[src/rtl/ns_timebase_pkg.sv]
package ns_timebase_pkg;

  typedef enum logic [1:0] {
    SEL_CTRL   = 2'd0,
    SEL_ADDEND = 2'd1,
    SEL_CNT_LO = 2'd2,
    SEL_CNT_HI = 2'd3
  } reg_sel_e;

  // Accumulator step: returns {carry, sum}.
  function automatic logic [32:0] phase_step(input logic [31:0] acc, input logic [31:0] add);
    phase_step = {1'b0, acc} + {1'b0, add};
  endfunction

  // Counter advance by one nominal period.
  function automatic logic [63:0] ns_advance(input logic [63:0] cnt, input logic [63:0] step);
    ns_advance = cnt + step;
  endfunction

endpackage

[src/rtl/ts_phase_acc.sv]
module ts_phase_acc #(
  parameter int ACC_W = 32
) (
  input  logic             clk,
  input  logic             rst_n,
  input  logic             enable,
  input  logic             clear,
  input  logic [ACC_W-1:0] addend,
  output logic [ACC_W-1:0] acc,
  output logic             tick
);
  import ns_timebase_pkg::*;

  logic [ACC_W:0] sum;

  always_comb begin
    sum = ACC_W'(0);
    sum = phase_step(acc, addend);
  end

  assign tick = enable & sum[ACC_W];

  always_ff @(posedge clk or negedge rst_n) begin
    if (!rst_n)      acc <= '0;
    else if (clear)  acc <= '0;
    else if (enable) acc <= sum[ACC_W-1:0];
  end
endmodule

[src/rtl/ts_ns_counter.sv]
module ts_ns_counter #(
  parameter int CNT_W    = 64,
  parameter int PERIOD_W = 8
) (
  input  logic                clk,
  input  logic                rst_n,
  input  logic                tick,
  input  logic                load,
  input  logic [CNT_W-1:0]    load_val,
  input  logic [PERIOD_W-1:0] period,
  output logic [CNT_W-1:0]    count
);
  import ns_timebase_pkg::*;

  logic [CNT_W-1:0] step;
  assign step = CNT_W'(period);

  always_ff @(posedge clk or negedge rst_n) begin
    if (!rst_n)     count <= '0;
    else if (load)  count <= load_val;
    else if (tick)  count <= ns_advance(count, step);
  end
endmodule

[src/rtl/ts_regs.sv]
module ts_regs #(
  parameter int BUS_W      = 32,
  parameter int PERIOD_W   = 8,
  parameter int PERIOD_LSB = 16,
  localparam int CNT_W     = 2 * BUS_W
) (
  input  logic                clk,
  input  logic                rst_n,
  input  logic                bus_wr,
  input  logic                bus_rd,
  input  logic [1:0]          bus_addr,
  input  logic [BUS_W-1:0]    bus_wdata,
  output logic [BUS_W-1:0]    bus_rdata,
  input  logic [CNT_W-1:0]    count,
  output logic                enable,
  output logic [PERIOD_W-1:0] period,
  output logic [BUS_W-1:0]    addend,
  output logic                hi_load,
  output logic [CNT_W-1:0]    load_val,
  output logic                rd_lo,
  output logic [BUS_W-1:0]    hi_snap,
  output logic [BUS_W-1:0]    lo_stage
);
  import ns_timebase_pkg::*;

  reg_sel_e sel;
  assign sel = reg_sel_e'(bus_addr);

  assign hi_load  = bus_wr && (sel == SEL_CNT_HI);
  assign rd_lo    = bus_rd && (sel == SEL_CNT_LO);
  assign load_val = {bus_wdata, lo_stage};

  always_ff @(posedge clk or negedge rst_n) begin
    if (!rst_n) begin
      enable   <= 1'b0;
      period   <= '0;
      addend   <= '0;
      lo_stage <= '0;
    end else if (bus_wr) begin
      case (sel)
        SEL_CTRL: begin
          enable <= bus_wdata[0];
          period <= bus_wdata[PERIOD_LSB +: PERIOD_W];
        end
        SEL_ADDEND: addend   <= bus_wdata;
        SEL_CNT_LO: lo_stage <= bus_wdata;
        default: ;
      endcase
    end
  end

  always_ff @(posedge clk or negedge rst_n) begin
    if (!rst_n)     hi_snap <= '0;
    else if (rd_lo) hi_snap <= count[CNT_W-1:BUS_W];
  end

  always_comb begin
    bus_rdata = '0;
    case (sel)
      SEL_CTRL: begin
        bus_rdata[0] = enable;
        bus_rdata[PERIOD_LSB +: PERIOD_W] = period;
      end
      SEL_ADDEND: bus_rdata = addend;
      SEL_CNT_LO: bus_rdata = count[BUS_W-1:0];
      SEL_CNT_HI: bus_rdata = hi_snap;
      default:    bus_rdata = '0;
    endcase
  end
endmodule

[src/rtl/ns_timebase.sv]
module ns_timebase #(
  parameter int BUS_W      = 32,
  parameter int PERIOD_W   = 8,
  parameter int PERIOD_LSB = 16
) (
  input  logic             clk,
  input  logic             rst_n,
  input  logic             bus_wr,
  input  logic             bus_rd,
  input  logic [1:0]       bus_addr,
  input  logic [BUS_W-1:0] bus_wdata,
  output logic [BUS_W-1:0] bus_rdata
);
  localparam int CNT_W = 2 * BUS_W;

  logic                enable;
  logic [PERIOD_W-1:0] period;
  logic [BUS_W-1:0]    addend;
  logic                hi_load;
  logic [CNT_W-1:0]    load_val;
  logic                rd_lo;
  logic [BUS_W-1:0]    hi_snap;
  logic [BUS_W-1:0]    lo_stage;
  logic [BUS_W-1:0]    acc;
  logic                tick;
  logic [CNT_W-1:0]    count;

  ts_regs #(.BUS_W(BUS_W), .PERIOD_W(PERIOD_W), .PERIOD_LSB(PERIOD_LSB)) u_regs (
    .clk(clk), .rst_n(rst_n), .bus_wr(bus_wr), .bus_rd(bus_rd),
    .bus_addr(bus_addr), .bus_wdata(bus_wdata), .bus_rdata(bus_rdata),
    .count(count), .enable(enable), .period(period), .addend(addend),
    .hi_load(hi_load), .load_val(load_val), .rd_lo(rd_lo),
    .hi_snap(hi_snap), .lo_stage(lo_stage)
  );

  ts_phase_acc #(.ACC_W(BUS_W)) u_acc (
    .clk(clk), .rst_n(rst_n), .enable(enable), .clear(hi_load),
    .addend(addend), .acc(acc), .tick(tick)
  );

  ts_ns_counter #(.CNT_W(CNT_W), .PERIOD_W(PERIOD_W)) u_cnt (
    .clk(clk), .rst_n(rst_n), .tick(tick), .load(hi_load),
    .load_val(load_val), .period(period), .count(count)
  );
endmodule

[config.mk]
export PLATFORM = sky130hd
export DESIGN_NAME = ns_timebase
export DESIGN_NICKNAME = d
export VERILOG_FILES = /design/src/rtl/ns_timebase_pkg.sv /design/src/rtl/ts_phase_acc.sv /design/src/rtl/ts_ns_counter.sv /design/src/rtl/ts_regs.sv /design/src/rtl/ns_timebase.sv
export SDC_FILE = /design/constraint.sdc
export NUM_CORES = 1
export LEC_CHECK = 0
export BUFFER_PORTS_ARGS = -buffer_cell sky130_fd_sc_hd__clkbuf_2
export CORE_MARGIN = 4
export CORE_UTILIZATION = 30
export DETAILED_ROUTE_END_ITERATION = 16
export SLEW_MARGIN = 40
export SYNTH_ARGS = -nofsm -noshare
export SYNTH_HDL_FRONTEND = slang
export SYNTH_HIERARCHICAL = 1
export SYNTH_SLANG_ARGS = --single-unit
[constraint.sdc]
create_clock -name clk -period 4.2 [get_ports clk]
set_clock_uncertainty 0.15 [all_clocks]
set_input_delay 0.21 -clock clk [delete_from_list [all_inputs] [get_ports clk]]
set_output_delay 0.21 -clock clk [all_outputs]
set_load 0.005 [all_outputs]
; ---- Word level (Yosys, flattened, before mapping)
; Index checks and enable logic that the tools add are counted.
[op_classes]
mux = 8
shift = 0
order_cmp = 0
n_reduce_logical = 8
n_eq_ne = 3
n_bitwise = 1
multipliers = 0
div = 0
add_sub_neg = 2
[ops]
columns = operator, n
row1 = 64-bit 2-to-1 mux, 2
row2 = 64-bit by 8-bit adder with 64-bit output, 1
row3 = 32-bit 2-to-1 mux, 2
row4 = 15-bit one-hot mux with 3 select lines, 1
row5 = 32-bit by 32-bit adder with 33-bit output, 1
row6 = 8-bit one-hot mux with 4 select lines, 1
row7 = 8-bit one-hot mux with 3 select lines, 1
row8 = 2-bit AND reduction, 3
row9 = "2-bit equality test, second input constant", 2
row10 = 1-bit one-hot mux with 4 select lines, 1
row11 = 2-bit nonzero test, 2
row12 = "2-bit by 1-bit equality test with 1-bit output, second input constant", 1
row13 = 1-bit logical AND, 2
row14 = 2-bit logical NOT, 1
row15 = 1-bit bitwise AND, 1
[totals]
romBits = 0
word_cells = 29
reg_bits = 201
n_memories = 0
ram_bits = 0
latchBits = 0

; ---- Longest topological paths before layout
[logic_depth]
word_depth = 4
mapped_depth = 18
mapped_depth_nobuf = 16

; ---- By module
; Netlist, hierarchy kept.
[modules_own_cells]
columns = module, area_per_inst_um2, seq_area_each_um2, instances, cells_per_inst
row1 = ts_regs, 5475.3, 2627.5, 1, 356
row2 = ts_ns_counter, 4325.4, 1601.5, 1, 521
row3 = ts_phase_acc, 2945.3, 800.8, 1, 348

; ---- Worst setup path after synthesis
; OpenSTA, ideal clock, no wires.
[synth_path]
path_kind = flip-flop to flip-flop
start = register u_regs.addend[0]
end = register u_cnt.count[50]
arrival_ns = 3.971
slack_ns = -0.003
path_buffers = 1
path_stages_with_launch = 18
required_time_ns = 3.968
cell_sequence = dfrtp_1 > ha_1 > inv_1 > fa_1 > nor2b_4 > o2111ai_1 > a21bo_2 > o211a_1 > nor3_1 > a221oi_2 > nand2b_1 > a21oi_1 > nand2_1 > nor4_2 > o21ai_1 > clkbuf_1 > or4_1 > a31oi_1
[synth_between]
elab_chain_len = 3
[synth_rtl]
columns = element, line_no
row1 = "start, declared", ts_regs.sv:17  ; output logic [BUS_W-1:0] addend,
row2 = "start signal, assigned", ts_regs.sv:45  ; SEL_ADDEND: addend <= bus_wdata;
row3 = 32-bit by 32-bit adder with 33-bit output, ns_timebase_pkg.sv:12  ; phase_step = {1'b0, acc} + {1'b0, add};
row4 = 1-bit bitwise AND, ts_phase_acc.sv:21  ; assign tick = enable & sum[ACC_W];
row5 = via tick, ns_timebase.sv:25  ; logic tick;
row6 = 2-bit nonzero test (no source line), n/a
row7 = "end signal, assigned", ts_ns_counter.sv:20  ; else if (load) count <= load_val;
row8 = "end signal, assigned", ts_ns_counter.sv:21  ; else if (tick) count <= ns_advance(count, step);
row9 = "end, declared", ts_ns_counter.sv:11  ; output logic [CNT_W-1:0] count
; The timed path passes the listed nets, and every way through them passes these cells.
; A chain may end at the register's enable or synchronous reset.

; ---- Worst setup path after layout
[layout_path]
start = register u_acc.acc[0]
end = register u_cnt.count[57]
[layout_between]
elab_chain_len = 3
[layout_rtl]
columns = element, line_no
row1 = "start, declared", ts_phase_acc.sv:9  ; output logic [ACC_W-1:0] acc,
row2 = "start signal, assigned", ts_phase_acc.sv:26  ; else if (enable) acc <= sum[ACC_W-1:0];
row3 = 32-bit by 32-bit adder with 33-bit output, ns_timebase_pkg.sv:12
row4 = 1-bit bitwise AND, ts_phase_acc.sv:21
row5 = via tick, ns_timebase.sv:25
row6 = 2-bit nonzero test (no source line), n/a
; The timed path passes the listed nets, and every way through them passes these cells.

==> results.md <==
- Status: complete, no violations
- Leakage power: 6.18 nW
- Sw power: 3.22 mW
- CTS tree: yes
- CP startpoint kind: flip-flop
- Clk pin slew, worst setup/hold paths: 0.06 ns
- Pins over their slew limit: 0
- Io pins: 70
- Slowest CP cell: or4_1
- CP Class: flip-flop to flip-flop
- Unrepaired setup endpoints after global routing: true
- Die Wd: 214 um
- Post-synthesis net count: 1,304
- Routed vias/inst: 5.51
- Worst skew pair latency: 0.52 ns
- Detail Route Antenna Nets: 0
- CP required: 4.48 ns
- Worst setup startpoint: u_acc/acc[0]$_DFFE_PN0P_
- First-pass GRT wire length: 60,700 um
- Setup TNS Final: 0 ns
- FF-to-FF End: u_cnt/count[57]$_DFFE_PN0P_
- Worst setup path endpoint: u_cnt/count[57]$_DFFE_PN0P_
- Sw Ratio: 37.4%
- Final Wtd Congestion: just over 0.9
- Total CTS buffers: 24
- Inst Count DP: 1,764
- R2R depth: 18
- Fraction of layout cells with a size suffix above 1: 26.2%
- Iteration-0 DRC Markers: 883
- N_diodes: 0
- Power Density: between 500 and 600 mW/mm^2
- Synth-to-layout area growth: 15.1%
- Via count: 10,200
- Cell Rows: 75
- H-tree depth: 1
- Avg Cell Area, Syn: about 10 um^2
- First-pass DRT Iterations: 5
- Pint: 5.40 mW
- Reg area: 0.00503 mm^2
- Tcrit/Tclk final: between 90% and 100%
- Number of global-route vias before repair: 10,100
- Initial antenna violation count: 0
- Cell count after synthesis: 1,224
- Combinational share of power: around two fifths
- Filler Cells Inserted: between 4,000 and 5,000
- Die area: 0.0458 mm^2
- Post-Layout Cell Count: 1,845
- Worst Tran Pin Value: 0.837 ns
- Worst Path Max Fanout: 12
- Max_cap viols: 0
- # port buffers: 69
- Global Route Usage Sum: roughly 16%
- Multi-input logic area: 0.00695 mm^2
- Hold Crit Class: input port to asynchronous set/reset pin
- Hpwl dp: ~28,000 um
- WL per Instance: between 20 and 25 um
- Fmax: about 0.25 GHz
- Total gr overflow: 0
- Reg power frac: between 30% and 40%
- Post-layout min period: around 4.1 ns
- Synth warn: 6
- Crit-path max cell delay: 0.48 ns
- CP endpoint kind: flip-flop
- Cell Chain, Critical Path: ha_2 -> inv_2 -> fa_2 -> nor2b_4 -> o2111ai_2 -> a21bo_2 -> o211a_4 -> nor3_4 -> a221oi_2 -> nand2b_4 -> a21oi_4 -> buf_6 -> nand3_1 -> nor3_2 -> nand4_1 -> buf_4 -> or4_1 -> a31oi_1
- Initial Util: 30.4%
- Drt total wl: 39,100 um
- RR Startpoint: u_acc/acc[0]$_DFFE_PN0P_
- Final core occ: 35.0%
- Final hold vios: 0
- Mapped Area: 0.0127 mm^2
- Final setup vio count: 0
- Root buf cell: clkbuf_16
- Largest net degree at the start of global routing: 110
- Max IR drop VDD: a little under 0.3 mV
- Arrival time worst endpoint: 4.36 ns
- # clock sinks: 201
- Clock network fraction of total power: 24.0%
- Placeable Area: 0.0419 mm^2
- DRC: 0
- Final nets: 1,370
- Die height: 214 um
- CTS max path bufs: 3
- Max_slew headroom: roughly 44%
- R2R Setup Slk: 0.12 ns
through the flow:
stage	setup WS, ns	total power, mW	hold WS [ns]	area, um^2
floorplan	0.0748	5.41	-0.236	12800
global placement	-0.245	6.36	0.253	13400
detailed placement	-0.410	6.43	0.0915	13400
CTS	0.0236	8.59	0.194	14600
global route	-0.0934	9.19	0.226	14700
finish	0.120	8.62	0.143	14700
layout by cell type, fill, tap and decap left out, types with 13 or more instances in the layout:
| cell | count |
|---|---|
| dlygate4sd3_1 | 33 |
| nand4_1 | 28 |
| nand3_1 | 40 |
| xnor2_1 | 16 |
| nand2_1 | 81 |
| nor4_1 | 14 |
| a31oi_1 | 36 |
| inv_1 | 13 |
| nor2_1 | 91 |
| o31ai_1 | 25 |
| mux2_2 | 67 |
| ha_1 | 39 |
| clkbuf_2 | 68 |
| mux2_4 | 59 |
| buf_4 | 57 |
| a21o_1 | 14 |
| or4_1 | 24 |
| xor2_1 | 20 |
| a21oi_1 | 45 |
| or3_1 | 13 |
| clkbuf_16 | 26 |
| a22o_1 | 25 |
| mux2i_1 | 19 |
| dfrtp_1 | 201 |
| nor3_1 | 19 |
| o21ai_0 | 47 |
what timing repair did:
item,CTS,global route
hold buffers,33,0
setup buffers,1,5
hold endpoints to repair,210,0
pin swaps,3,16
resized for setup,6,16
setup endpoints to repair,42,36
sequential cells by signal (all words and copies together) (netlist names):
signal,count
u_regs/period,8
u_regs/hi_snap,32
u_cnt/count,64
u_acc/acc,32
u_regs/enable,1
u_regs/addend,32
u_regs/lo_stage,32
per-layer routing:
layer	track usage, %	wire (um)
met1	22.4	17500
met2	27.8	18600
met3	2.51	2130
met4	3.80	893
met5	0	0
worst max-delay path, delay by kind of cell (launching register included):
kind,cells,cell delay (ns)
AOI/OAI and AO/OA,6,1.11
and+or+nand+nor,7,1.35
adders and majority gates,2,0.58
DFF,1,0.36
buffers and inverters,3,0.45
worst min-delay path by stage:
stage	endpoint	slack [ns]	cells after the start	startpoint
after detailed placement	u_regs/lo_stage[28]$_DFFE_PN0P_	0.09	1	rst_n
final	u_regs/lo_stage[28]$_DFFE_PN0P_	0.14	2	rst_n
after global routing	u_regs/lo_stage[28]$_DFFE_PN0P_	0.23	2	rst_n
after floorplan	u_acc/acc[0]$_DFFE_PN0P_	-0.24	0	rst_n
after CTS	u_regs/lo_stage[28]$_DFFE_PN0P_	0.19	2	rst_n
after global placement	u_regs/lo_stage[28]$_DFFE_PN0P_	0.25	1	rst_n
power by group through the flow:
stage	sequential [mW]	clock, mW	combinational, mW
after floorplan	2.76	0	2.65
after global placement	2.96	0	3.40
after detailed placement	2.97	0	3.46
after CTS	2.95	2.11	3.53
after global routing	3.02	2.19	3.98
final	2.96	2.07	3.60
cell type report:
class,instances,share of cell area (%)
multi-input combinational,885,47.4
clock buffer,39,5.03
timing repair buffer,163,8.03
inverter,15,0.384
tap,539,4.60
sequential,201,34.3
clock inverter,3,0.273
No activity file was read; power rests on OpenSTA's default activity.
